--- src/rtl/uart_tx_pkg.sv ---
package uart_tx_pkg;
  typedef enum logic [1:0] {
    CH_NONE = 2'd0,
    CH_DATA = 2'd1,
    CH_PRE  = 2'd2,
    CH_BRK  = 2'd3
  } char_kind_e;
endpackage

--- src/rtl/uart_tx_holdbuf.sv ---
module uart_tx_holdbuf #(
  parameter int DATA_W = 8
) (
  input  logic              clk,
  input  logic              rst_n,
  input  logic              wr_en,
  input  logic [DATA_W-1:0] wr_val,
  input  logic              take,
  output logic [DATA_W-1:0] hold_val,
  output logic              empty_o
);
  logic [DATA_W-1:0] val_q, val_d;
  logic              empty_q, empty_d;

  // A write in the same cycle as a take wins: the old byte leaves, the new one stays.
  always_comb begin
    val_d   = val_q;
    empty_d = empty_q;
    if (wr_en) begin
      val_d   = wr_val;
      empty_d = 1'b0;
    end else if (take) begin
      empty_d = 1'b1;
    end
  end

  always_ff @(posedge clk or negedge rst_n) begin
    if (!rst_n) begin
      val_q   <= '0;
      empty_q <= 1'b1;
    end else begin
      val_q   <= val_d;
      empty_q <= empty_d;
    end
  end

  assign hold_val = val_q;
  assign empty_o  = empty_q;
endmodule

--- src/rtl/uart_tx_shifter.sv ---
module uart_tx_shifter
  import uart_tx_pkg::*;
#(
  parameter int DATA_W    = 8,
  parameter int BRK_SHORT = 10,
  parameter int BRK_LONG  = 13
) (
  input  logic              clk,
  input  logic              rst_n,
  input  logic              bit_tick,
  input  logic              load,
  input  char_kind_e        kind,
  input  logic [DATA_W-1:0] data_val,
  input  logic              long_sel,
  output logic              busy_o,
  output logic              last_o,
  output logic              txd_o
);
  localparam int FRAME_W = DATA_W + 2;
  localparam int SH_W    = (FRAME_W > BRK_LONG) ? FRAME_W : BRK_LONG;
  localparam int CNT_W   = $clog2(SH_W + 1);

  logic [SH_W-1:0]  sh_q, sh_d, frame;
  logic [CNT_W-1:0] cnt_q, cnt_d, len;
  logic             busy_q, busy_d;

  // Character image, bit 0 goes out first; length in bit times.
  always_comb begin
    frame = '1;
    len   = CNT_W'(FRAME_W);
    unique case (kind)
      CH_DATA: frame[FRAME_W-1:0] = {1'b1, data_val, 1'b0};
      CH_BRK: begin
        frame = '0;
        len   = long_sel ? CNT_W'(BRK_LONG) : CNT_W'(BRK_SHORT);
      end
      default: frame = '1;
    endcase
  end

  always_comb begin
    sh_d   = sh_q;
    cnt_d  = cnt_q;
    busy_d = busy_q;
    if (bit_tick) begin
      if (load) begin
        sh_d   = frame;
        cnt_d  = len - 1'b1;
        busy_d = 1'b1;
      end else if (busy_q && (cnt_q != '0)) begin
        sh_d  = {1'b1, sh_q[SH_W-1:1]};
        cnt_d = cnt_q - 1'b1;
      end else begin
        busy_d = 1'b0;
      end
    end
  end

  always_ff @(posedge clk or negedge rst_n) begin
    if (!rst_n) begin
      sh_q   <= '1;
      cnt_q  <= '0;
      busy_q <= 1'b0;
    end else begin
      sh_q   <= sh_d;
      cnt_q  <= cnt_d;
      busy_q <= busy_d;
    end
  end

  assign busy_o = busy_q;
  assign last_o = busy_q && (cnt_q == '0);
  assign txd_o  = busy_q ? sh_q[0] : 1'b1;
endmodule

--- src/rtl/uart_tx_sequencer.sv ---
module uart_tx_sequencer
  import uart_tx_pkg::*;
(
  input  logic       clk,
  input  logic       rst_n,
  input  logic       bit_tick,
  input  logic       tx_enable,
  input  logic       break_req,
  input  logic       wr_en,
  input  logic       buf_empty,
  input  logic       busy,
  input  logic       last,
  output logic       load,
  output char_kind_e kind,
  output logic       done_o
);
  logic en_q, brq_q, brk_pend_q, brk_pend_d, pre_pend_q, pre_pend_d, done_q, done_d;
  logic slot, en_rise, brk_rise, clr_done;

  assign en_rise  = tx_enable && !en_q;
  assign brk_rise = break_req && !brq_q;
  assign clr_done = wr_en || en_rise || brk_rise;
  assign slot     = bit_tick && tx_enable && (!busy || last);

  // Fixed priority among queued work.
  always_comb begin
    if (brk_pend_q)      kind = CH_BRK;
    else if (pre_pend_q) kind = CH_PRE;
    else if (!buf_empty) kind = CH_DATA;
    else                 kind = CH_NONE;
  end

  assign load = slot && (kind != CH_NONE);

  always_comb begin
    brk_pend_d = brk_pend_q;
    if (brk_rise)                    brk_pend_d = 1'b1;
    else if (load && kind == CH_BRK) brk_pend_d = break_req;
    pre_pend_d = pre_pend_q;
    if (en_rise)                     pre_pend_d = 1'b1;
    else if (load && kind == CH_PRE) pre_pend_d = 1'b0;
    done_d = !clr_done && buf_empty && !busy && !brk_pend_q && !pre_pend_q;
  end

  always_ff @(posedge clk or negedge rst_n) begin
    if (!rst_n) begin
      en_q       <= 1'b0;
      brq_q      <= 1'b0;
      brk_pend_q <= 1'b0;
      pre_pend_q <= 1'b0;
      done_q     <= 1'b1;
    end else begin
      en_q       <= tx_enable;
      brq_q      <= break_req;
      brk_pend_q <= brk_pend_d;
      pre_pend_q <= pre_pend_d;
      done_q     <= done_d;
    end
  end

  assign done_o = done_q;
endmodule

--- src/rtl/uart_tx_ctl.sv ---
module uart_tx_ctl
  import uart_tx_pkg::*;
#(
  parameter int DATA_W    = 8,
  parameter int BRK_SHORT = 10,
  parameter int BRK_LONG  = 13
) (
  input  logic              clk,
  input  logic              rst_n,
  input  logic              data_wr,
  input  logic [DATA_W-1:0] data_in,
  input  logic              tx_enable,
  input  logic              break_req,
  input  logic              break_long,
  input  logic              bit_tick,
  output logic              txd,
  output logic              buf_empty,
  output logic              tx_done,
  output logic [7:0]        status
);
  logic              load, busy, last, take;
  logic [DATA_W-1:0] hold_val;
  char_kind_e        kind;

  assign take = load && (kind == CH_DATA);

  uart_tx_holdbuf #(.DATA_W(DATA_W)) u_buf (
    .clk(clk), .rst_n(rst_n), .wr_en(data_wr), .wr_val(data_in),
    .take(take), .hold_val(hold_val), .empty_o(buf_empty)
  );

  uart_tx_sequencer u_seq (
    .clk(clk), .rst_n(rst_n), .bit_tick(bit_tick), .tx_enable(tx_enable),
    .break_req(break_req), .wr_en(data_wr), .buf_empty(buf_empty),
    .busy(busy), .last(last), .load(load), .kind(kind), .done_o(tx_done)
  );

  uart_tx_shifter #(.DATA_W(DATA_W), .BRK_SHORT(BRK_SHORT), .BRK_LONG(BRK_LONG)) u_shift (
    .clk(clk), .rst_n(rst_n), .bit_tick(bit_tick), .load(load), .kind(kind),
    .data_val(hold_val), .long_sel(break_long), .busy_o(busy), .last_o(last),
    .txd_o(txd)
  );

  assign status = {buf_empty, tx_done, 6'b0};
endmodule

--- config.mk ---
export PLATFORM = sky130hd
export DESIGN_NAME = uart_tx_ctl
export DESIGN_NICKNAME = d
export VERILOG_FILES = /design/src/rtl/uart_tx_pkg.sv /design/src/rtl/uart_tx_holdbuf.sv /design/src/rtl/uart_tx_shifter.sv /design/src/rtl/uart_tx_sequencer.sv /design/src/rtl/uart_tx_ctl.sv
export SDC_FILE = /design/constraint.sdc
export NUM_CORES = 1
export LEC_CHECK = 0
export ABC_AREA = 1
export ABC_CLOCK_PERIOD_IN_PS = 1700
export BUFFER_PORTS_ARGS = -buffer_cell sky130_fd_sc_hd__buf_2
export CORE_MARGIN = 2
export CORE_UTILIZATION = 45
export CTS_CLUSTER_SIZE = 8
export DETAILED_ROUTE_END_ITERATION = 16
export GPL_ROUTABILITY_DRIVEN = 0
export MAX_ROUTING_LAYER = met4
export PLACE_DENSITY = 0.68
export RECOVER_POWER = 25
export SLEW_MARGIN = 20
export SYNTH_ARGS = -nofsm -noshare
export SYNTH_HDL_FRONTEND = slang
export SYNTH_SLANG_ARGS = --single-unit
--- constraint.sdc ---
create_clock -name clk -period 1.7 [get_ports clk]
set_clock_uncertainty 0.15 [all_clocks]
set_input_delay 0 -clock clk [delete_from_list [all_inputs] [get_ports clk]]
set_output_delay 0 -clock clk [all_outputs]
set_load 0.02 [all_outputs]
### After elaboration in Yosys (flattened, before gate mapping)

Index checks and enable logic that the tools add are counted.

| word-level totals | value |
|---|---|
| register bits | 32 |
| output and inout port bits | 11 |

| cells by class | value |
|---|---|
| reductions and logical operators | 32 |
| equality and inequality tests | 4 |
| muxes and demuxes | 20 |
| add/sub/neg operators | 2 |

Operators with widths:

| operator | number |
|---|---|
| $mux 13 | 2 |
| $pmux 10 s2 | 1 |
| $logic_and 1x1->1 | 14 |
| $mux 4 | 3 |
| $mux 1 | 10 |
| $reduce_bool 2->1 | 5 |
| $sub 4x1->4 const B | 2 |
| $logic_not 1->1 | 6 |
| $mux 3 | 2 |
| $eq 2x2->1 const B | 2 |
| $logic_not 4->1 | 1 |
| $mux 2 | 2 |
| $reduce_and 2->1 | 2 |
| $reduce_bool 4->1 | 1 |
| $logic_or 1x1->1 | 3 |
| $eq 2x1->1 const B | 1 |
| $ne 2x2->1 const B | 1 |

### Longest topological paths before layout

Gate-level depths: netlist of run 1.

| logic depth | value |
|---|---|
| depth in word-level cells | 9 |
| mapped depth | 12 |
| mapped depth without buffers | 12 |

### Cells and area by module

From an unflattened synthesis of run 1, not the netlist that was laid out.

| unflattened totals | value |
|---|---|
| cell total of the unflattened synthesis | 217 |
| area total of the unflattened synthesis | 1715.4 µm² |

By module, submodules not included:

| module | area an instance (µm²) | instances | cells each |
|---|---|---|---|
| uart_tx_shifter | 1072.3 | 1 | 138 |
| uart_tx_holdbuf | 339.1 | 1 | 37 |
| uart_tx_sequencer | 230.2 | 1 | 31 |
| uart_tx_ctl | 73.8 | 1 | 11 |

### Worst setup path before layout of run 1

Ideal clock, no wire load.

| path | value |
|---|---|
| path type | reg-to-reg |
| start point | register u_shift.cnt_q[2] |
| end point | register u_shift.cnt_q[2] |
| buffers on the path | 1 |
| library setup time | 0.117 ns |
| cell stages (with the launch flop) | 13 |
| arrival time | 1.406 ns |
| data required time | 1.433 ns |
| slack | 0.026 ns |
| cell sequence | dfrtp_1 -> nor2_1 -> nand2_1 -> nand2_4 -> nand3_2 -> buf_6 -> nand2_1 -> nand2_1 -> ha_1 -> inv_1 -> nand3_1 -> nand3_1 -> nand2_1 |

| between the ends | value |
|---|---|
| cells in the longest elaborated chain, start to end | 7 |
| elaborated cells on any way between the ends | 12 |
| those cells by class | 1 x add/sub; 2 x mux; 9 x reduce/logical |

Ends and longest elaborated chain:

| item | RTL line | text |
|---|---|---|
| start: declaration | uart_tx_shifter.sv:24 | `logic [CNT_W-1:0] cnt_q, cnt_d, len;` |
| start signal: assignment | uart_tx_shifter.sv:66 | `cnt_q <= cnt_d;` |
| branches (longest 7 deep; another with $sub 4x1->4) | - |  |

Several ways; the timed one is not identified. The select of a mux whose other input is x is not followed.
A chain may end at the register's enable or synchronous reset.

### Worst setup path in the final report of run 1

| path | value |
|---|---|
| start point | register u_shift.cnt_q[0] |
| end point | register u_shift.cnt_q[2] |

The elaborated chain is that of the path after synthesis.

==> results.cfg, run 1 <==
[run_status]
outcome = finished clean

[timing]
rsz0062_at_grt = true
max_freq_mhz = 617
slew_violations = 0
period_needed_ns = 1.62
setup_viol = 0
hold_viol = 0
fin_crit_sh = 0.954
setup_tns_ns = 0
holdWs_ns = 0.169
slew_headroom = 0.488
tightest_slew_ns = 0.767

[global_route]
grt_overflow = 0
track_usage = 0.191
antenna_found_initial = 0
grt_pass1_vias = 1370
grt_max_degree = 33
grt_pass1_wl_mm = 5.89

[worst_setup_path]
cpPeakStageDelay_ns = 0.38
r2r_setup_slack_ns = 0.08
cp_cell_sequence = nor2_1, nand2_1, nand2_4, nand4_1, nand2_1, inv_1, ha_1, inv_1, nand3_1, nand3_1, nand2_1
slowest_stage = dfrtp_1
crit_type = reg -> reg
crit_arrival_ns = 1.65
cp-start-kind = register
cp_max_fo = 3
r2r-start = u_shift.cnt_q[0]
worstPathBufferInverterCount = 2
critical_path.top_delay_family = simple AND/OR/NAND/NOR gates
cp.required_ns = 1.72
end_kind = register
ff2ff_path_depth = 11
crit_top_cell = nand2_1
reg2reg_to = u_shift.cnt_q[2]

[cells_and_area]
fillers = 313
final-instance-count-excl-fill = 316
drive_above_1_share = 0.243
diodes = 0
fin_nets = 283
syn_to_final_growth_pct = 29.1
design_area_mm2 = 0.00215

[logic_synthesis]
synth_edf_count = 0
ys_warn_count = 0
yosysSeqAreaShare = 0.493
synth_ff_type = dfrtp_1
synth_seq_cells = 32
ys_top_cells_by_count = nand2_1 (72), inv_1 (31), o21ai_0 (27)
ys_async_sr_fraction = 1.00
synth_cells = 215
synthTopCellsByArea = dfrtp_1 (26%), dfstp_2 (24%), nand2_1 (16%)
syn_area_per_cell_um2 = 7.73
synth_cell_types = 25
yosys.area.top_type = dfrtp_1
syn_area_mm2 = 0.00166
synth_most_common_cell = nand2_1
netlist.area_leader.share = 0.256

[cts]
clk_latency_ns = 0.28
clock-sinks = 32
tritoncts = done
clockBufferDepth = 2
cts_made_buffers = 5
cts-root-buf = clkbuf_8
htreeDepth = 2
path_clk_slew_ns = 0.06

[place]
dp_hpwl_mm = 2.05
placed_cells = 283
placed_area_mm2 = 0.00181
portBuffers = 19

[pwr]
peakVddDrop_mv = 0.726
p_leak_nw = 1.08
power.density_mw_per_mm2 = 1370
p_total_w = 0.00295

[routing]
drcViolationCount = 0
drt_iter0_drc = 40
wire_per_inst_um = 10.7
via_per_inst = 4.59
ant_nets = 0
drt_pass1_iterations = 4
vias = 1450
wl_mm = 3.37

[worst_hold_path]
hold_end = u_shift.cnt_q[0]
hold_start = break_long
hp-class = in -> reg
whs_path_depth = 7

[floorplanning]
initial_core_util = 0.461
die_w_um = 64.8
core_mm2 = 0.00361
die_h_um = 64.8
num_rows = 22
pin_count = 26
dieArea_mm2 = 0.00420

[flow_run]
drv_cap = 0
metrics by stage:
stage | worst slack [ns] | util
after floorplan | 0.0265 | -
after global placement | 0.0575 | 0.501
final | 0.0783 | 0.595
after detailed placement | -0.0138 | 0.501
after CTS | 0.0144 | 0.590
after global routing | -0.0680 | 0.595
metal layers:
| layer | GRT usage | vias up | wire, um |
|---|---|---|---|
| li1 | - | 748 | - |
| met1 | 0.216 | 662 | 1480 |
| met2 | 0.318 | 36 | 1710 |
| met3 | 0.0486 | 4 | 138 |
| met4 | 0.0878 | 0 | 51 |
| met5 | - | - | 0 |
cell type report:
class / count / area [um^2] / area share
Inverter: 33 / 124 / 0.0577
Tap cell: 48 / 60.1 / 0.0280
Timing Repair Buffer: 56 / 424 / 0.198
Sequential cell: 32 / 820 / 0.382
Clock buffer: 8 / 100 / 0.0466
Multi-Input combinational cell: 139 / 619 / 0.288
kinds of logic (layout without fill, tap and decap cells):
kind of cell    after synthesis  after routing  share of synthesized area
compound gates               37             37                      0.115
fa+ha+maj                     1              1                    0.00752
buf+inv                      49             97                      0.146
flops                        32             32                      0.493
other cells                   1              6                    0.00226
simple gates                 95             95                      0.236
registers in the layout, summed over array words and instances, names as in the netlist:
signal            count
u_buf.empty_o         1
u_buf.hold_val        8
u_seq.brk_pend_q      1
u_seq.brq_q           1
u_seq.done_o          1
u_seq.en_q            1
u_seq.pre_pend_q      1
u_shift.busy_o        1
u_shift.cnt_q         4
u_shift.sh_q         13
tightest hold or removal path, delay by kind of cell:
family                 cells  cell delay, ns
AOI/OAI and AO/OA          1            0.05
buffers and inverters      3            0.23
and+or+nand+nor            3            0.26
placed cells by master, fill, tap and decap left out:
cell type	instances
nand2_1	72
inv_1	31
o21ai_0	25
dlygate4sd3_1	21
buf_2	17
dfrtp_1	17
buf_4	16
dfstp_2	15
nor2_1	10
o21ai_1	7
clkbuf_8	7
conb_1	6
nand3_1	4
a21oi_1	3
nand2_2	2
nand4_1	2
inv_2	2
clkbuf_1	2
nand2_4	1
nor2_2	1
nand3_2	1
nor4_1	1
or2_2	1
o21ai_2	1
o211ai_1	1
ha_1	1
clkbuf_2	1
how the worst max path moves through the flow:
stage	from	end	slack, ns	cells past startpoint
after floorplan	u_shift.cnt_q[2]	u_shift.cnt_q[2]	0.03	12
after global placement	u_shift.cnt_q[1]	u_shift.cnt_q[2]	0.06	11
after detailed placement	u_shift.cnt_q[1]	u_shift.cnt_q[2]	-0.01	11
after CTS	u_shift.cnt_q[1]	u_shift.cnt_q[2]	0.01	11
after global routing	u_shift.cnt_q[2]	u_shift.cnt_q[2]	-0.07	11
final	u_shift.cnt_q[0]	u_shift.cnt_q[2]	0.08	11
power breakdown:
group          switching [W]  leakage (nW)  internal (W)
Sequential          0.000119         0.353       0.00106
Clock               0.000275        0.0515      0.000369
Combinational       0.000633         0.672      0.000492
repair_timing:
action                                  4_1_cts  5_1_grt
buffers inserted                              1        3
hold buffers                                 21        0
pin swaps                                     1        2
endpoints found under the setup margin        1        4
gates resized for setup                       0        2
hold endpoints to repair                     32        0
(Power assumes the default switching activity.)
==> run 2: changes to the inputs <==
- ABC_CLOCK_PERIOD_IN_PS: 1700 -> 2100
- PLACE_DENSITY: 0.68 -> 0.66
- clock period: 1.7 -> 2.1 ns (I/O delays scaled with it)
==> run 2 against run 1 <==
Net effect: register-to-register slack improved by 0.18 ns; cell area decreased by 1.2%; sequential share of layout area increased by 0.47 points; sequential power decreased by 17%; highest routed layer unchanged; utilization decreased by 0.73 points; global-route usage increased by 2.4 points; combinational power decreased by 29%; largest cell class unchanged; worst hold slack got worse by 0.0089 ns; wire length increased by 9.9%; non-clock buffer count decreased by 6; critical path depth decreased by 5.
==> results.cfg, run 2 (synthesis gave the netlist of run 1 again) <==
[timing]
setup_tns_ns = 0
setup_viol = 0
max_freq_mhz = 495
tightest_slew_ns = 0.774
rsz0062_at_grt = false
period_needed_ns = 2.02
slew_headroom = 0.484
fin_crit_sh = 0.961
slew_violations = 0
hold_viol = 0

[cts]
cts_made_buffers = 5
path_clk_slew_ns = 0.07
htreeDepth = 2
cts-root-buf = clkbuf_8
clk_latency_ns = 0.28
clock-sinks = 32
clockBufferDepth = 2
tritoncts = done

[routing]
wire_per_inst_um = 12.0
drcViolationCount = 0
vias = 1408
wl_mm = 3.71
drt_iter0_drc = 50
ant_nets = 0
via_per_inst = 4.56
drt_pass1_iterations = 4

[cells_and_area]
top_register = u_shift.sh_q
drive_above_1_share = 0.195
fin_nets = 277
final-instance-count-excl-fill = 309
layout_commonest_cell = nand2_1
largest_reg_flops = 13
final_cell_mix = nand2_1 (72), inv_1 (31), dlygate4sd3_1 (28)
fillers = 307
diodes = 0
syn_to_final_growth_pct = 27.5

[global_route]
grt_overflow = 0
grt_pass1_wl_mm = 6.62
grt_max_degree = 33
grt_pass1_vias = 1387
track_usage = 0.215
antenna_found_initial = 0

[floorplanning]
initial_core_util = 0.461
dieArea_mm2 = 0.00420
num_rows = 22
pin_count = 26
die_h_um = 64.8
die_w_um = 64.8
core_mm2 = 0.00361

[place]
placed_cells = 274
portBuffers = 19
dp_hpwl_mm = 2.06

[pwr]
peakVddDrop_mv = 0.502
p_leak_nw = 1.05
power.density_mw_per_mm2 = 1070

[worst_setup_path]
r2r_setup_slack_ns = 0.26
crit_type = in -> reg
crit_arrival_ns = 2.03
cp-start-kind = primary input
cp_max_fo = 18
cp.required_ns = 2.11
end_kind = register

[worst_hold_path]
hp-class = in -> reg

[run_status]
outcome = finished clean

[flow_run]
drv_cap = 0
run 2: cell count changes in the layout (fill, tap and decap cells not counted):
cell	before	now
buf_4	16	3
dlygate4sd3_1	21	28
buf_2	17	15
buf_6	0	1
o21ai_0	25	26
o21ai_1	7	6
run 2: power by group:
part,internal (W),switching (W)
combinational,0.000317,0.000475
sequential,0.000859,0.000117
clock,0.000292,0.000218
total,0.00147,0.000810
run 2: cell type report:
class	instances	area (um^2)	share of cell area
clock buffers	7	96.3	0.0454
multi-input cells	139	619	0.292
inverters	33	124	0.0584
repair buffers	50	402	0.189
flip-flops and latches	32	820	0.386
well taps	48	60.1	0.0283
run 2: through the flow:
| stage | hold WS [ns] | total power, W | utilization | setup slack (ns) | area (um^2) |
|---|---|---|---|---|---|
| 4_1_cts | 0.156 | 0.00228 | 0.587 | 0.137 | 2120 |
| 2_1_floorplan | -0.446 | 0.00158 | - | 0.426 | 1680 |
| 3_3_place_gp | -0.0610 | 0.00171 | 0.483 | 0.347 | 1740 |
| 3_5_place_dp | -0.0682 | 0.00173 | 0.483 | 0.275 | 1740 |
| 5_1_grt | 0.218 | 0.00249 | 0.588 | 0.0332 | 2120 |
| 6_report | 0.160 | 0.00228 | 0.588 | 0.0813 | 2120 |
run 2: final timing paths:
check / startpoint / to / depth (start not counted)
max: data_wr / u_buf.hold_val[6] / 6
min: break_long / u_shift.cnt_q[2] / 7
max reg2reg: u_seq.brk_pend_q / u_shift.cnt_q[2] / 11
min reg2reg: u_shift.sh_q[6] / u_shift.sh_q[6] / 2
max in group asynchronous: rst_n / u_buf.hold_val[7] / 2
min in group asynchronous: rst_n / u_shift.busy_o / 2
run 2: critical path, cell delays in order:
cell and delay, ns:
dlygate4sd3_1 0.56, buf_6 0.16, nand2_1 0.06, dlygate4sd3_1 0.55, o21ai_0 0.11, dlygate4sd3_1 0.58
run 2: per-layer routing:
| layer | routed length (um) | GRT usage | vias to the layer above |
|---|---|---|---|
| li1 | - | - | 733 |
| met1 | 1630 | 0.265 | 629 |
| met2 | 1820 | 0.327 | 34 |
| met3 | 143 | 0.0660 | 12 |
| met4 | 115 | 0.0931 | 0 |
| met5 | 0 | - | - |
run 2: what timing repair did:
action / CTS / global route
endpoints found under the setup margin: 0 / 6
hold buffers: 28 / 0
setup buffers: 0 / 0
endpoints found under the hold margin: 38 / 0
resized for setup: 0 / 4
